<file path="config.mk">
export PLATFORM = sky130hd
export DESIGN_NAME = page_read_seq
export DESIGN_NICKNAME = d
export VERILOG_FILES = /design/src/rtl/prs_pkg.sv /design/src/rtl/prs_page_match.sv /design/src/rtl/prs_pulse_len.sv /design/src/rtl/page_read_seq.sv
export SDC_FILE = /design/constraint.sdc
export NUM_CORES = 1
export LEC_CHECK = 0
export BUFFER_PORTS_ARGS = -buffer_cell sky130_fd_sc_hd__buf_2
export CAP_MARGIN = 20
export CORE_AREA = 2 2 74 129
export CTS_BUF_LIST = sky130_fd_sc_hd__clkbuf_16
export CTS_CLUSTER_DIAMETER = 50
export DETAILED_ROUTE_END_ITERATION = 10
export DIE_AREA = 0 0 76 131
export PLACE_DENSITY = 0.55
export SYNTH_ARGS = -nofsm -noshare
export SYNTH_HDL_FRONTEND = slang
export SYNTH_HIERARCHICAL = 1
export SYNTH_SLANG_ARGS = --single-unit
</file>
<file path="constraint.sdc">
create_clock -name clk -period 4.9 [get_ports clk]
set_input_delay 1.225 -clock clk [delete_from_list [all_inputs] [get_ports clk]]
set_output_delay 1.225 -clock clk [all_outputs]
set_load 0.01 [all_outputs]
</file>
<file path="src/rtl/prs_pkg.sv">
package prs_pkg;
    typedef enum logic [1:0] {
        ST_IDLE   = 2'd0,
        ST_GAP    = 2'd1,
        ST_ACCESS = 2'd2
    } seq_state_e;
endpackage

</file>
<file path="src/rtl/prs_page_match.sv">
// Compares two byte addresses above the in-page offset chosen by size code.
module prs_page_match #(
    parameter int ADDR_W     = 24,
    parameter int SZ_W       = 2,
    parameter int BASE_SHIFT = 2
) (
    input  logic [ADDR_W-1:0] addr_a,
    input  logic [ADDR_W-1:0] addr_b,
    input  logic [SZ_W-1:0]   page_sz,
    output logic              same_page
);
    localparam int SHIFT_W = $clog2(ADDR_W + 1);

    logic [ADDR_W-1:0] diff;
    logic [ADDR_W-1:0] page_mask;
    logic [SHIFT_W-1:0] low_bits;

    assign diff     = addr_a ^ addr_b;
    assign low_bits = SHIFT_W'(BASE_SHIFT) + SHIFT_W'(page_sz);

    // one mask bit per address bit: set when the bit belongs to the page number
    for (genvar i = 0; i < ADDR_W; i++) begin : g_mask
        assign page_mask[i] = (SHIFT_W'(i) >= low_bits);
    end

    assign same_page = ((diff & page_mask) == '0);
endmodule

</file>
<file path="src/rtl/prs_pulse_len.sv">
// Turns programmed lengths into reload values (length - 1), length 0 acting as 1.
module prs_pulse_len #(
    parameter int LEN_W = 6
) (
    input  logic [LEN_W-1:0] long_len,
    input  logic [LEN_W-1:0] short_len,
    output logic [LEN_W-1:0] long_m1,
    output logic [LEN_W-1:0] short_m1
);
    always_comb begin
        long_m1  = (long_len  == '0) ? '0 : long_len  - LEN_W'(1);
        short_m1 = (short_len == '0) ? '0 : short_len - LEN_W'(1);
    end

    always_comb begin
        p_reload_in_range_r9 : assert ((long_m1 <= long_len) && (short_m1 <= short_len))
            else $error("reload value exceeds programmed length");
    end
endmodule

</file>
<file path="src/rtl/page_read_seq.sv">
module page_read_seq
    import prs_pkg::*;
#(
    parameter int ADDR_W     = 24,
    parameter int DATA_W     = 8,
    parameter int LEN_W      = 6,
    parameter int SZ_W       = 2,
    parameter int BASE_SHIFT = 2
) (
    input  logic              clk,
    input  logic              rst_n,
    input  logic              cfg_page_en,
    input  logic [SZ_W-1:0]   cfg_page_sz,
    input  logic [LEN_W-1:0]  cfg_first_len,
    input  logic [LEN_W-1:0]  cfg_next_len,
    input  logic              req_valid,
    input  logic [ADDR_W-1:0] req_addr,
    output logic              req_ready,
    output logic              rsp_valid,
    output logic [DATA_W-1:0] rsp_data,
    output logic [ADDR_W-1:0] mem_addr,
    output logic              mem_cs_n,
    output logic              mem_rd_n,
    input  logic [DATA_W-1:0] mem_data
);
    typedef struct packed {
        seq_state_e        state;
        logic [LEN_W-1:0]  cnt;
        logic [ADDR_W-1:0] addr;
        logic              rsp_v;
        logic [DATA_W-1:0] rsp_d;
    } regs_t;

    regs_t r_q, r_d;

    logic              last_cyc;
    logic              accept;
    logic              same_page;
    logic              hit;
    logic [LEN_W-1:0]  long_m1;
    logic [LEN_W-1:0]  short_m1;

    prs_page_match #(
        .ADDR_W    (ADDR_W),
        .SZ_W      (SZ_W),
        .BASE_SHIFT(BASE_SHIFT)
    ) u_match (
        .addr_a   (r_q.addr),
        .addr_b   (req_addr),
        .page_sz  (cfg_page_sz),
        .same_page(same_page)
    );

    prs_pulse_len #(
        .LEN_W(LEN_W)
    ) u_len (
        .long_len (cfg_first_len),
        .short_len(cfg_next_len),
        .long_m1  (long_m1),
        .short_m1 (short_m1)
    );

    always_comb begin
        last_cyc  = (r_q.state == ST_ACCESS) && (r_q.cnt == '0);
        req_ready = (r_q.state == ST_IDLE) || last_cyc;
        accept    = req_valid && req_ready;
        hit       = cfg_page_en && last_cyc && same_page;

        r_d       = r_q;
        r_d.rsp_v = 1'b0;

        unique case (r_q.state)
            ST_IDLE: begin
                if (accept) begin
                    r_d.state = ST_ACCESS;
                    r_d.cnt   = long_m1;
                    r_d.addr  = req_addr;
                end
            end
            ST_GAP: begin
                r_d.state = ST_ACCESS;
                r_d.cnt   = long_m1;
            end
            ST_ACCESS: begin
                if (r_q.cnt != '0) begin
                    r_d.cnt = r_q.cnt - LEN_W'(1);
                end else begin
                    r_d.rsp_v = 1'b1;
                    r_d.rsp_d = mem_data;
                    if (accept) begin
                        r_d.addr = req_addr;
                        if (hit) begin
                            r_d.cnt = short_m1;
                        end else begin
                            r_d.state = ST_GAP;
                        end
                    end else begin
                        r_d.state = ST_IDLE;
                    end
                end
            end
            default: r_d.state = ST_IDLE;
        endcase
    end

    always_ff @(posedge clk or negedge rst_n) begin
        if (!rst_n) begin
            r_q.state <= ST_IDLE;
            r_q.cnt   <= '0;
            r_q.addr  <= '0;
            r_q.rsp_v <= 1'b0;
            r_q.rsp_d <= '0;
        end else begin
            r_q <= r_d;
        end
    end

    assign mem_addr  = r_q.addr;
    assign mem_cs_n  = (r_q.state != ST_ACCESS);
    assign mem_rd_n  = (r_q.state != ST_ACCESS);
    assign rsp_valid = r_q.rsp_v;
    assign rsp_data  = r_q.rsp_d;

    // strobe only inside an asserted chip select
    p_strobe_in_cs_r4 : assert property (@(posedge clk) disable iff (!rst_n)
        !mem_rd_n |-> !mem_cs_n);

    // a follow-on request to another page (or with paging off) opens a gap
    p_gap_on_miss_r6 : assert property (@(posedge clk) disable iff (!rst_n)
        (accept && last_cyc && !hit) |=> (mem_cs_n && !req_ready));

    // an in-page follow-on keeps chip select low
    p_hit_keeps_cs_r5 : assert property (@(posedge clk) disable iff (!rst_n)
        (accept && hit) |=> !mem_cs_n);

    // only the in-page offset may move on a hit
    p_upper_bits_hold_r3 : assert property (@(posedge clk) disable iff (!rst_n)
        (accept && hit) |=> (((mem_addr ^ $past(mem_addr)) >> (BASE_SHIFT + int'(cfg_page_sz))) == '0));

    // address held while an access is still counting
    p_addr_hold_r11 : assert property (@(posedge clk) disable iff (!rst_n)
        ((r_q.state == ST_ACCESS) && (r_q.cnt != '0)) |=> $stable(mem_addr));

    // a response strobe follows only the final cycle of an access
    p_rsp_after_last_r8 : assert property (@(posedge clk) disable iff (!rst_n)
        rsp_valid |-> $past(last_cyc));

    // ready never shown while a gap or a counting access is in progress
    p_ready_window_r10 : assert property (@(posedge clk) disable iff (!rst_n)
        (!mem_cs_n && req_ready) |=> ($past(accept) || mem_cs_n));
endmodule

</file>
==> impl_metrics.toml, run 1 <==
[cts]
cts_resized = 0
post-cts-setup-buffer-count = 0
clock_input_transition_at_the_sequential_cells_of_the_worst_setup_and_hold_paths_ns = 0.06
max_clock_buf_depth = 2
cts_inserted_buffers = 5
tritoncts = "done"
h-tree-depth = 2
clk_latency_ns = 0.28
root_driver = "sky130_fd_sc_hd__clkbuf_16"
cts.hold.buffers_added = 0
cts_num_sinks = 41

[timing]
finalMaxSlewViolations = 0
rsz0062_at_grt = "no"
max_slew.worst_pin.slew_ns = 0.929
maxClockFrequency_ghz = 0.303
finalClockSkew_ns = 0.00441
report.final.setup_viol = 0
share_of_the_clock_period_used_by_the_worst_path_pct = 67.4
setup_tns_ns = 0
finalCriticalPeriod_ns = 3.30
max-slew-margin-rel_pct = 38.1
number_of_hold_violations_in_the_final_report = 0

[floorplanning]
design.die.area_um2 = 9960
io-pin-count = 86
number_of_rows_created_at_floorplan = 46
die-width_um = 76
core_um2 = 8920
floorplan.initialDensity_pct = 29.4
die_h_um = 131

[place]
buffer_ports.inserted = 85
detailedPlacementHpwl_mm = 4.44
gp_routability_congestion = 0.808
dpl_cells = 410

[synth]
mappedNetlistNets = 297
synth_top_area_share_pct = 39.1
synth_sequential_area_ratio_pct = 39.1
async_flop_share_pct = 100
synth_enable_flop_cells = 0
unique_cell_type_count_in_the_yosys_netlist = 49
number_of_synthesized_register_bits = 41
ranking_of_synthesized_cells_by_instance_count = "sky130_fd_sc_hd__dfrtp_1, sky130_fd_sc_hd__buf_4, sky130_fd_sc_hd__mux2_2, sky130_fd_sc_hd__nor2_1, sky130_fd_sc_hd__xnor2_1"
synth_largest_area_cell = "sky130_fd_sc_hd__dfrtp_1"
synth_area_um2 = 2620
synth_top_area_cells = "sky130_fd_sc_hd__dfrtp_1, sky130_fd_sc_hd__mux2_2, sky130_fd_sc_hd__buf_4, sky130_fd_sc_hd__xnor2_1, sky130_fd_sc_hd__xor2_1"
synth-main-ff-cell = "sky130_fd_sc_hd__dfrtp_1"
syn-instance-count = 242
yosysWarningCount = 6
average_cell_area_after_synthesis_um2 = 10.8
post-synth-top-count-cell = "sky130_fd_sc_hd__dfrtp_1"

[worst_setup_path]
setup.worst_path.start_class = "input pin"
path_buf_inv = 2
cp_cell_sequence = "buf_2 > xor2_1 > nor4_1 > o211ai_1 > nor4_2 > nand3b_1 > a21oi_1 > nor2_1 > inv_1 > mux2_2"
critical_path.endpoint_type = "flip-flop"
cpMaxStageDelayCell = "sky130_fd_sc_hd__nor4_1"
timing.critical_path.max_delay_family = "simple AND/OR/NAND/NOR gates"
cp_max_fo = 6
timing.critical_path.required_ns = 5.07
critical_path_arrival_ns = 3.47
path_class = "in -> reg"
cp_slowest_stage_delay_ns = 0.40

[worst_hold_path]
timing.hold.worst.class = "reg -> reg"

[power_and_ir_drop]
p_total_uw = 1810
power_density_nw_per_um2 = 588
ir_worst_vdd_mv = 0.182
static-leakage-power_uw = 0.00142

[grt]
gr-total-overflow = 0
grt_use_total_pct = 11.6
grt_max_degree = 42
grt_first_pass_wirelength_mm = 9.09
antenna_found_initial = 0
grt_pass1_vias = 2012

[finish]
fillers = 924
finish.utilization_pct = 34.6
final_nets = 352
diodes = 0
syn2layout_area_growth_pct = 17.6
final_cell_count_without_fillers = 418
fraction_of_layout_instances_using_a_drive_strength_above_1_pct = 46.6
layout.area.seq_um2 = 1030
multi_input_comb_area_um2 = 1270

[detailed_routing]
firstDrtPassIters = 4
viasPerCell = 4.65
drt-wirelength-per-cell_um = 13.5
vias = 1945
drc = 0
ant_nets = 0
total_wire_length_after_detailed_routing_mm = 5.65
drt_iter0_drc = 61

[job]
timing.max_cap.violations = 0

[outcome]
outcome = "completed"
==> path summary, 6_finish.rpt <==
check / start / endpoint / slack, ns / cells after the start
worst max register to register: mem_addr[5] / r_q[36] / 2.26 / 9
worst min register to register: mem_addr[0] / mem_addr[0] / 0.48 / 1
worst max-delay path: req_addr[5] / r_q[36] / 1.60 / 10
max in group asynchronous: rst_n / r_q[33] / 3.23 / 1
worst min-delay path: mem_addr[0] / mem_addr[0] / 0.48 / 1
min in group asynchronous: rst_n / mem_addr[7] / 1.08 / 1
==> cells by family (layout without fill, tap and decap cells) <==
family	Yosys count	in the layout	synth area share, %
simple gates	50	50	12.3
fa+ha+maj	5	5	2.39
xor+xnor	27	27	9.02
mux	35	35	15.3
flops	41	41	39.1
compound gates	34	34	9.26
buf+inv	50	106	12.6
==> flip-flops by register name (all words and copies together), names as in the netlist <==
signal     flops
mem_addr      24
rsp_valid      1
r_q            8
rsp_data       8
==> metrics by stage <==
step / hold WS (ns) / setup slack (ns) / cell area (µm²)
after global placement: 0.464 / 1.34 / 2920
after global routing: 0.508 / 1.40 / 3080
final: 0.481 / 1.60 / 3080
after detailed placement: 0.475 / 1.28 / 2920
after floorplan: 0.459 / 1.81 / 2620
after CTS: 0.488 / 1.56 / 3080
==> cell usage in the layout, fill, tap and decap left out, types with 2 or more instances in the layout <==
master                      netlist  routed
sky130_fd_sc_hd__buf_2            2      85
sky130_fd_sc_hd__dfrtp_1         41      41
sky130_fd_sc_hd__mux2_2          32      32
sky130_fd_sc_hd__nor2_1          16      16
sky130_fd_sc_hd__xnor2_1         14      14
sky130_fd_sc_hd__inv_1           12      13
sky130_fd_sc_hd__xor2_1          13      13
sky130_fd_sc_hd__a21oi_1         11      11
sky130_fd_sc_hd__nor3_1           6       6
sky130_fd_sc_hd__nand2_1          6       6
sky130_fd_sc_hd__ha_1             5       5
sky130_fd_sc_hd__clkbuf_16        0       5
sky130_fd_sc_hd__o21ai_0          3       3
sky130_fd_sc_hd__o22ai_1          3       3
sky130_fd_sc_hd__nor2_2           2       2
sky130_fd_sc_hd__a2111oi_0        2       2
sky130_fd_sc_hd__o2bb2ai_1        2       2
sky130_fd_sc_hd__mux2_4           2       2
sky130_fd_sc_hd__nor3_2           2       2
sky130_fd_sc_hd__a31o_1           2       2
sky130_fd_sc_hd__nand4_1          2       2
sky130_fd_sc_hd__nor4_2           2       2
sky130_fd_sc_hd__nor4_1           2       2
==> area by class of cell <==
class	instances	area share, %
Clock buffer	5	4.06
Clock inverter	3	1.22
Inverter	12	1.46
Multi-Input combinational cell	151	41.1
Sequential cell	41	33.3
Tap cell	120	4.87
Timing Repair Buffer	86	14.0
==> power breakdown <==
group | switching [µW] | internal (µW) | total, µW
Sequential | 148 | 505 | 653
Clock | 130 | 237 | 367
Combinational | 391 | 403 | 793
Total | 669 | 1140 | 1810
==> worst register-to-register path, stage by stage (launching register included) <==
cell and delay (ns):
sky130_fd_sc_hd__dfrtp_1 0.39, sky130_fd_sc_hd__xor2_1 0.15, sky130_fd_sc_hd__nor4_1 0.40, sky130_fd_sc_hd__o211ai_1 0.18, sky130_fd_sc_hd__nor4_2 0.25, sky130_fd_sc_hd__nand3b_1 0.14, sky130_fd_sc_hd__a21oi_1 0.36, sky130_fd_sc_hd__nor2_1 0.16
sky130_fd_sc_hd__inv_1 0.15, sky130_fd_sc_hd__mux2_2 0.34
==> per-layer routing <==
metal	GRT usage, %	share of wire (%)	vias up
met5	0	0	-
met2	21.8	54	83
met1	11.4	36	926
met4	6.74	3.6	0
met3	3.09	6.0	15
li1	-	-	921
Note: power is estimated with default switching activity, not from simulation.
==> inputs of run 2 (changes only) <==
Clock period 4.9 ns to 3.1 ns, I/O delays scaled along.
==> run 2 against run 1 <==
Effect of this change: cell count rose by 0.24%; worst hold slack better by 0.0013 ns; sequential power increased by 58%; routed wire length is 0.25% higher; clock power grew 62%; combinational power is 59% higher.
==> impl_metrics.toml, run 2 (synthesized netlist as in run 1, its figures left out) <==
[outcome]
outcome = "completed"

[timing]
max_slew.worst_pin.slew_ns = 0.944
report.final.setup_viol = 0
finalMaxSlewViolations = 0
share_of_the_clock_period_used_by_the_worst_path_pct = 90.6
finalCriticalPeriod_ns = 2.81
maxClockFrequency_ghz = 0.356
setup_tns_ns = 0
number_of_hold_violations_in_the_final_report = 0
finalClockSkew_ns = 0.00574
rsz0062_at_grt = "no"
max-slew-margin-rel_pct = 37.0

[grt]
global_route_track_usage_on_met1_pct = 11.7
antenna_found_initial = 0
grtUsageMet2_pct = 21.6
grt_max_degree = 42
groute.layer.met3.usage_pct = 2.68
grt_first_pass_wirelength_mm = 8.95
grt_pass1_vias = 1929
gr-total-overflow = 0
grt_use_total_pct = 11.4
grt.busiest_layer = "met2"

[finish]
largest_register_ff_count = 24
layout_commonest_cell = "sky130_fd_sc_hd__buf_2"
finish.utilization_pct = 34.7
final_nets = 353
syn2layout_area_growth_pct = 18.2
fraction_of_layout_instances_using_a_drive_strength_above_1_pct = 47.5
fillers = 935
most-common-layout-cells = "sky130_fd_sc_hd__buf_2, sky130_fd_sc_hd__dfrtp_1, sky130_fd_sc_hd__mux2_2, sky130_fd_sc_hd__nor2_1, sky130_fd_sc_hd__xnor2_1"
finish.instance_area_um2 = 3100
diodes = 0
multi_input_comb_area_um2 = 1270
layout.area.seq_um2 = 1030
final_cell_count_without_fillers = 419

[worst_setup_path]
r2r-end = "mem_addr[3]"
r2r_setup_slack_ns = 0.62
worstRegToRegCells = 7
critical_path.endpoint_type = "primary output"
setup.worst_path.start_class = "flip-flop"
cp_max_fo = 6
worst_r2r_src = "r_q[33]"
path_class = "reg -> out"
timing.critical_path.required_ns = 2.32
critical_path_arrival_ns = 2.03

[cts]
clock_input_transition_at_the_sequential_cells_of_the_worst_setup_and_hold_paths_ns = 0.06
root_driver = "sky130_fd_sc_hd__clkbuf_16"
cts_resized = 0
post-cts-setup-buffer-count = 0
tritoncts = "done"
cts_num_sinks = 41
clk_latency_ns = 0.28
max_clock_buf_depth = 2
cts.hold.buffers_added = 0
h-tree-depth = 2
cts_inserted_buffers = 5

[detailed_routing]
total_wire_length_after_detailed_routing_mm = 5.66
drt_iter0_drc = 56
firstDrtPassIters = 4
drt-wirelength-per-cell_um = 13.5
viasPerCell = 4.62
ant_nets = 0
vias = 1935
drc = 0

[worst_hold_path]
timing.hold.worst.class = "reg -> reg"
timing.hold.worst.start = "mem_addr[0]"
timing.hold.worst_path_depth = 1
hold_end = "mem_addr[0]"

[floorplanning]
floorplan.initialDensity_pct = 29.4
io-pin-count = 86
design.die.area_um2 = 9960
die-width_um = 76
die_h_um = 131
core_um2 = 8920
number_of_rows_created_at_floorplan = 46

[place]
detailedPlacementHpwl_mm = 4.48
gp_routability_congestion = 0.797
buffer_ports.inserted = 85
dpl_cells = 411
dpl_cell_area_um2 = 2930

[power_and_ir_drop]
ir_worst_vdd_mv = 0.303
static-leakage-power_uw = 0.00142
power_density_nw_per_um2 = 932
p_total_uw = 2890

[job]
timing.max_cap.violations = 0
run 2: cell types whose count changed in the layout (fill, tap and decap cells not counted):
cell | before | now
sky130_fd_sc_hd__clkinv_1 | 1 | 0
sky130_fd_sc_hd__clkinv_4 | 0 | 1
sky130_fd_sc_hd__inv_1 | 13 | 12
sky130_fd_sc_hd__buf_4 | 1 | 2
sky130_fd_sc_hd__clkinvlp_4 | 0 | 1
run 2: report_power, final:
group	internal (µW)	switching, µW	total, µW
clock	381	214	595
sequential	798	234	1030
combinational	640	622	1260
total	1820	1070	2890
run 2: layout make-up:
type,count,share of cell area [%]
clock inverters,3,1.49
well taps,120,4.84
flip-flops and latches,41,33.1
inverters,12,1.45
multi-input cells,151,40.9
repair buffers,87,14.2
clock buffers,5,4.04
run 2: worst max-delay path by stage:
stage,start,endpoint,slack [ns],cells past startpoint
floorplan,req_addr[18],r_q[36],0.46,9
global placement,req_addr[5],r_q[33],0.06,9
detailed placement,req_addr[5],r_q[33],0.07,9
CTS,r_q[33],req_ready,0.29,6
global route,r_q[33],req_ready,0.18,6
finish,r_q[33],req_ready,0.29,6
run 2: metal layers:
| metal | up-vias | share of wire, % |
|---|---|---|
| li1 | 925 | - |
| met1 | 928 | 37 |
| met2 | 72 | 55 |
| met3 | 10 | 4.9 |
| met4 | 0 | 2.6 |
| met5 | - | 0 |
run 2: worst max-delay path: stages, from the launching register on:
cell and delay (ns):
sky130_fd_sc_hd__dfrtp_1 0.42, sky130_fd_sc_hd__inv_1 0.09, sky130_fd_sc_hd__ha_1 0.25, sky130_fd_sc_hd__nor4b_4 0.46, sky130_fd_sc_hd__nand2_4 0.15, sky130_fd_sc_hd__a21oi_1 0.20
sky130_fd_sc_hd__buf_2 0.16
run 2: per-stage QoR:
stage | setup WS [ns] | hold WS [ns]
floorplan | 0.458 | 0.459
global placement | 0.0564 | 0.468
detailed placement | 0.0681 | 0.475
CTS | 0.289 | 0.490
global route | 0.182 | 0.506
finish | 0.292 | 0.483
